### src/rtl/mbus_tx_pkg.sv
package mbus_tx_pkg;
  localparam int FWD_BITS = 16;
  localparam int BWD_BITS = 8;
  localparam int STOP_TE  = 4;
  localparam int FWD_TE   = 2 * (FWD_BITS + 1) + STOP_TE;
  localparam int BWD_TE   = 2 * (BWD_BITS + 1) + STOP_TE;
  localparam int SH_W     = FWD_BITS + 1;
  localparam int BCNT_W   = $clog2(SH_W + 1);

  typedef enum logic [1:0] {
    ST_IDLE = 2'd0,
    ST_SEND = 2'd1,
    ST_GAP  = 2'd2
  } tx_state_t;
endpackage

### src/rtl/mbus_te_timer.sv
module mbus_te_timer #(
  parameter int CLKS_PER_TE = 20833
) (
  input  logic clk,
  input  logic rst,
  input  logic restart_i,
  input  logic run_i,
  output logic tick_o
);
  localparam int CNT_W = (CLKS_PER_TE > 1) ? $clog2(CLKS_PER_TE) : 1;
  localparam logic [CNT_W-1:0] LAST = CNT_W'(CLKS_PER_TE - 1);

  logic [CNT_W-1:0] cnt_q;

  assign tick_o = run_i && (cnt_q == LAST);

  always_ff @(posedge clk) begin
    if (rst || restart_i) begin
      cnt_q <= '0;
    end else if (run_i) begin
      cnt_q <= tick_o ? '0 : cnt_q + 1'b1;
    end
  end

  // the divider never runs past the last count of a unit
  assert_cnt_in_range_R5: assert property (@(posedge clk) disable iff (rst)
    cnt_q <= LAST);
endmodule

### src/rtl/mbus_bit_shifter.sv
module mbus_bit_shifter
  import mbus_tx_pkg::*;
(
  input  logic            clk,
  input  logic            rst,
  input  logic            load_i,
  input  logic            fwd_i,
  input  logic [15:0]     word_i,
  input  logic            active_i,
  input  logic            tick_i,
  output logic            line_o
);
  logic [SH_W-1:0]   sh_q;
  logic [BCNT_W-1:0] left_q;
  logic              second_q;
  logic              line_q;

  always_ff @(posedge clk) begin
    if (rst) begin
      sh_q     <= '0;
      left_q   <= '0;
      second_q <= 1'b0;
      line_q   <= 1'b1;
    end else if (load_i) begin
      sh_q     <= fwd_i ? {1'b1, word_i} : {1'b1, word_i[7:0], 8'h00};
      left_q   <= fwd_i ? BCNT_W'(FWD_BITS + 1) : BCNT_W'(BWD_BITS + 1);
      second_q <= 1'b0;
      line_q   <= 1'b1;
    end else if (active_i && tick_i) begin
      if (left_q == '0) begin
        line_q <= 1'b1;
      end else if (!second_q) begin
        line_q   <= ~line_q;
        second_q <= 1'b1;
      end else begin
        second_q <= 1'b0;
        sh_q     <= sh_q << 1;
        left_q   <= left_q - 1'b1;
        line_q   <= (left_q > BCNT_W'(1)) ? sh_q[SH_W-2] : 1'b1;
      end
    end
  end

  assign line_o = line_q;

  // the line moves only on a half-bit tick or on a load
  assert_line_moves_on_tick_R5: assert property (@(posedge clk) disable iff (rst)
    !$stable(line_q) |-> $past(tick_i || load_i));
  // mid-bit tick of a coded bit always inverts the line
  assert_midbit_invert_R5: assert property (@(posedge clk) disable iff (rst)
    (active_i && tick_i && !load_i && !second_q && left_q != '0) |=> (line_q != $past(line_q)));
  // once every bit is out the line rests high
  assert_stop_high_R6: assert property (@(posedge clk) disable iff (rst)
    (left_q == '0 && !load_i) |=> line_q);
endmodule

### src/rtl/mbus_frame_tx.sv
module mbus_frame_tx
  import mbus_tx_pkg::*;
#(
  parameter int CLKS_PER_TE = 20833,
  parameter int GAP_TE      = 22
) (
  input  logic        clk,
  input  logic        rst,
  input  logic        req_valid,
  output logic        req_ready,
  input  logic        req_fwd,
  input  logic [15:0] req_word,
  output logic        busy,
  output logic        line_out
);
  localparam int MAXU   = (FWD_TE > GAP_TE) ? FWD_TE : GAP_TE;
  localparam int UNIT_W = $clog2(MAXU + 1);

  tx_state_t         state_q;
  logic [UNIT_W-1:0] units_q;
  logic [UNIT_W-1:0] frame_last_q;
  logic              accept;
  logic              tick;

  assign accept    = req_valid && (state_q == ST_IDLE);
  assign req_ready = (state_q == ST_IDLE);
  assign busy      = (state_q == ST_SEND);

  mbus_te_timer #(.CLKS_PER_TE(CLKS_PER_TE)) u_timer (
    .clk       (clk),
    .rst       (rst),
    .restart_i (accept),
    .run_i     (state_q != ST_IDLE),
    .tick_o    (tick)
  );

  mbus_bit_shifter u_shift (
    .clk      (clk),
    .rst      (rst),
    .load_i   (accept),
    .fwd_i    (req_fwd),
    .word_i   (req_word),
    .active_i (state_q == ST_SEND),
    .tick_i   (tick),
    .line_o   (line_out)
  );

  always_ff @(posedge clk) begin
    if (rst) begin
      state_q      <= ST_IDLE;
      units_q      <= '0;
      frame_last_q <= '0;
    end else begin
      case (state_q)
        ST_IDLE: if (accept) begin
          state_q      <= ST_SEND;
          units_q      <= '0;
          frame_last_q <= req_fwd ? UNIT_W'(FWD_TE - 1) : UNIT_W'(BWD_TE - 1);
        end
        ST_SEND: if (tick) begin
          if (units_q == frame_last_q) begin
            state_q <= ST_GAP;
            units_q <= '0;
          end else begin
            units_q <= units_q + 1'b1;
          end
        end
        ST_GAP: if (tick) begin
          if (units_q == UNIT_W'(GAP_TE - 1)) begin
            state_q <= ST_IDLE;
            units_q <= '0;
          end else begin
            units_q <= units_q + 1'b1;
          end
        end
        default: state_q <= ST_IDLE;
      endcase
    end
  end

  // no frame on the line means the line idles high
  assert_idle_high_R1: assert property (@(posedge clk) disable iff (rst)
    !busy |-> line_out);
  // a frame starts only from an accepted handshake
  assert_start_on_accept_R2: assert property (@(posedge clk) disable iff (rst)
    $rose(busy) |-> $past(req_valid && req_ready));
  // ready and busy are never high together
  assert_ready_busy_excl_R7: assert property (@(posedge clk) disable iff (rst)
    !(req_ready && busy));
  // after busy falls the gap follows, not idle
  assert_gap_after_frame_R7: assert property (@(posedge clk) disable iff (rst)
    $fell(busy) |-> !req_ready);
endmodule

### config.mk
export PLATFORM = sky130hd
export DESIGN_NAME = mbus_frame_tx
export DESIGN_NICKNAME = d
export VERILOG_FILES = /design/src/rtl/mbus_tx_pkg.sv /design/src/rtl/mbus_te_timer.sv /design/src/rtl/mbus_bit_shifter.sv /design/src/rtl/mbus_frame_tx.sv
export SDC_FILE = /design/constraint.sdc
export NUM_CORES = 1
export LEC_CHECK = 0
export BUFFER_PORTS_ARGS = -buffer_cell sky130_fd_sc_hd__buf_2
export CAP_MARGIN = 20
export CORE_MARGIN = 2
export CORE_UTILIZATION = 60
export CTS_CLUSTER_SIZE = 12
export DETAILED_ROUTE_END_ITERATION = 8
export PLACE_DENSITY = 0.91
export SETUP_SLACK_MARGIN = 0.15
export SLEW_MARGIN = 20
export SYNTH_ARGS = -nofsm -noshare
export SYNTH_HDL_FRONTEND = slang
export SYNTH_SLANG_ARGS = --single-unit
### constraint.sdc
create_clock -name clk -period 4.1 [get_ports clk]
set_input_delay 0.82 -clock clk [delete_from_list [all_inputs] [get_ports clk]]
set_output_delay 0.82 -clock clk [all_outputs]
set_load 0.01 [all_outputs]
==> results.cfg <==
[logic_synthesis]
synth_most_common_cell = dfxtp_1
yosys_warnings = 0
synth_area_um2 = 2589
synth_top_cells_by_area = dfxtp_1 38%, nand2_1 6.4%, ha_1 5.3%, a21oi_1 4.6%, nor2_1 3.9%
synth_top_area_share_pct = 37.89
ys_seq_area_share_pct = 37.89
synth_area_leader_cell = dfxtp_1
synth_fp_nets = 340
synth_cell_type_count = 45
synthTopCellsByCount = 49 x dfxtp_1, 44 x nand2_1, 27 x nor2_1
synth_cells = 309
ys_ff_latch = 49
synth_flop_cell = dfxtp_1
synthArstFlopShare_pct = 0
synth_edf_count = 0
syn_avg_cell_area_um2 = 8.378

[worst_setup_path]
r2r-end = u_shift.left_q[3]$_SDFFE_PP0P_
path_class = flop to flop
slowest_stage = and3_1
slowest_delay_ns = 0.65
reg2reg_depth = 7
cp_num_buf_inv = 1
path_max_fanout = 19
cp_data_required_time_ns = 4.31
crit_arrival_ns = 3.05
cp-startpoint = state_q[0]$_SDFFE_PP0P_
path_depth = 7
r2r_setup_slack_ns = 1.26
r2r_start = state_q[0]$_SDFFE_PP0P_
critPathCaptureType = flop
crit_chain = inv_1 > ha_1 > nor4_2 > and4_1 > and3_1 > nand2_1 > a2111oi_2
endpoint = u_shift.left_q[3]$_SDFFE_PP0P_
cp-start-kind = flop
crit_family = simple AND/OR/NAND/NOR gates

[run_status]
status = finished clean

[drt]
first_iter_violations = 141
viasPerCell = 5.933
drt_first_pass_iters = 4
wl_met3_um = 157
wl_um = 5252
drcViolationCount = 0
vias = 2219
wl_per_cell_um = 14.04
wirelength_met1_um = 2402
wl_met2_um = 2581
highest_layer = met4
detail-route-antenna-nets = 0

[clock_tree]
clk_latency_ns = 0.31
cts.repair.resized = 0
cts_hold_buf = 0
cts_setup_buffers = 0
clk_root_buffer_cell = clkbuf_8
tritoncts = built
cts_max_path_buffers = 2
cts_sinks = 49
clk_pin_slew_ns = 0.08
cts_made_buffers = 5
cts_htree_levels = 2

[pwr]
peakVddDrop_v = 0.0002595
swShare_pct = 35.22
p_switching_mw = 0.4546
design_power_total_mw = 1.291
p_comb_share_pct = 32.2
seqPwrFrac_pct = 45.6
power_frac_clock_pct = 22.2
p_leak_nw = 1.057
p_per_area_nw_per_um2 = 466.3
p_int_mw = 0.8360

[timing]
fin_crit_ns = 2.840
rsz0062_at_grt = no
finClkSkew_ns = 0.006569
fin_ws_ns = 1.260
setup_viol = 0
slew_violations = 0
finalSetupTns_ns = 0
worst_pin_slew_ns = 0.6888
hold_viol = 0
fmax_ghz = 0.3521
whs_ns = 0.4828
max-slew-margin-rel_pct = 53.97
period_share_pct = 69.27

[cells_and_area]
area_delta_synth_final_pct = 6.911
final_cells = 374
fillCellCount = 348
nNetsFinal = 355
antennaDiodeCount = 0
drive_gt1_share_pct = 13.89

[place]
pre_cts_ws_ns = 1.291
gp_congestion = 0.8477
port_buffers = 22
hpwl_um = 3766
placed_cells = 367

[die]
placementRows = 23
io_pins = 23
dieArea_um2 = 4856
initial_utilization_pct = 63.35
die_h_um = 69.69
die_w_um = 69.69
coreArea_um2 = 4086

[job]
cap_violations = 0

[global_route]
first_global_vias = 2131
antenna_found_initial = 0
grt_max_degree = 23
overflow = 0
grt.total_usage_pct = 22.60
grt_pass1_wl_um = 8949

[min_path]
hp-class = flop to flop
[flip-flops by register name, indices dropped and copies added (netlist names)]
| register | count |
|---|---|
| u_shift.sh_q | 16 |
| u_timer.cnt_q | 15 |
| units_q | 6 |
| u_shift.left_q | 5 |
| frame_last_q | 3 |
| state_q | 2 |
| u_shift.line_o | 1 |
| u_shift.second_q | 1 |
[area by class of cell]
cell class	count	area (um2)	area share, %
clock buffers	7	86.33	3.119
inverters	9	33.78	1.221
multi-input cells	236	1486	53.71
flip-flops and latches	49	980.9	35.44
well taps	50	62.56	2.260
repair buffers	23	117.6	4.250
[tightest hold or removal path: cells and delay by family (launching register included)]
family | cells | cell delay, ns
AO/OA/AOI/OAI | 1 | 0.08
flip-flops | 1 | 0.31
AND/OR/NAND/NOR | 1 | 0.05
[power groups by stage]
stage | logic (mW) | clock network (mW) | registers (mW)
CTS | 0.415 | 0.291 | 0.587
floorplan | 0.324 | 0 | 0.584
finish | 0.416 | 0.287 | 0.588
global route | 0.470 | 0.304 | 0.595
detailed placement | 0.413 | 0 | 0.597
global placement | 0.397 | 0 | 0.594
[metrics by stage]
step | cell area, um2 | util (%)
floorplan | 2589 | -
global placement | 2681 | 65.62
detailed placement | 2681 | 65.62
CTS | 2768 | 67.73
global route | 2768 | 67.73
finish | 2768 | 67.73
[logic make-up (layout without fill, tap and decap cells)]
kind of cell | Yosys count | count (layout) | share of synthesized area [%]
AO/OA/AOI/OAI | 70 | 70 | 17.30
XOR/XNOR | 15 | 15 | 5.075
adder cells (fa/ha/maj) | 11 | 11 | 5.317
buffers and inverters | 24 | 39 | 4.688
flip-flops | 49 | 49 | 37.89
multiplexers | 11 | 11 | 4.640
AND/OR/NAND/NOR | 129 | 129 | 25.09
[how the worst min path moves through the flow]
stage / slack, ns / endpoint / startpoint / cells after the start
2_1_floorplan: 0.45 / u_shift.sh_q[15]$_SDFFE_PP0P_ / u_shift.sh_q[15]$_SDFFE_PP0P_ / 2
3_3_place_gp: 0.46 / u_shift.sh_q[8]$_SDFFE_PP0P_ / u_shift.sh_q[8]$_SDFFE_PP0P_ / 2
3_5_place_dp: 0.47 / u_shift.sh_q[9]$_SDFFE_PP0P_ / u_shift.sh_q[8]$_SDFFE_PP0P_ / 2
4_1_cts: 0.48 / u_shift.sh_q[3]$_SDFFE_PP0P_ / u_shift.sh_q[2]$_SDFFE_PP0P_ / 2
5_1_grt: 0.50 / u_shift.sh_q[8]$_SDFFE_PP0P_ / u_shift.sh_q[8]$_SDFFE_PP0P_ / 2
6_report: 0.48 / u_shift.sh_q[3]$_SDFFE_PP0P_ / u_shift.sh_q[2]$_SDFFE_PP0P_ / 2
[metal layers]
layer	vias up	GRT usage (%)
li1	1124	-
met1	1055	26.24
met2	31	39.32
met3	9	4.651
met4	0	11.32
met5	-	0
[placed cells by master (no fill, tap or decap), types with 2 or more instances in the layout]
| master | Yosys | layout |
|---|---|---|
| mux2i_1 | 3 | 3 |
| clkbuf_8 | 0 | 6 |
| dfxtp_1 | 49 | 49 |
| a311oi_1 | 6 | 6 |
| a22o_1 | 4 | 4 |
| xor2_1 | 9 | 9 |
| o21ai_0 | 17 | 17 |
| nand2_1 | 44 | 44 |
| nor3_1 | 9 | 9 |
| and2_1 | 2 | 2 |
| nor4_1 | 2 | 2 |
| mux2_2 | 8 | 8 |
| a21oi_1 | 24 | 24 |
| a31o_2 | 2 | 2 |
| and3_1 | 8 | 8 |
| ha_1 | 11 | 11 |
| nor2b_1 | 6 | 6 |
| or3_1 | 3 | 3 |
| buf_2 | 0 | 22 |
| and4_1 | 3 | 3 |
| inv_1 | 9 | 9 |
| nand3_1 | 6 | 6 |
| nor4_2 | 2 | 2 |
| nor2_1 | 27 | 27 |
| xnor2_1 | 6 | 6 |
| nand4_1 | 6 | 6 |
| nand3b_1 | 4 | 4 |
| a31oi_1 | 9 | 9 |
Power figures use the tool's default switching activity.
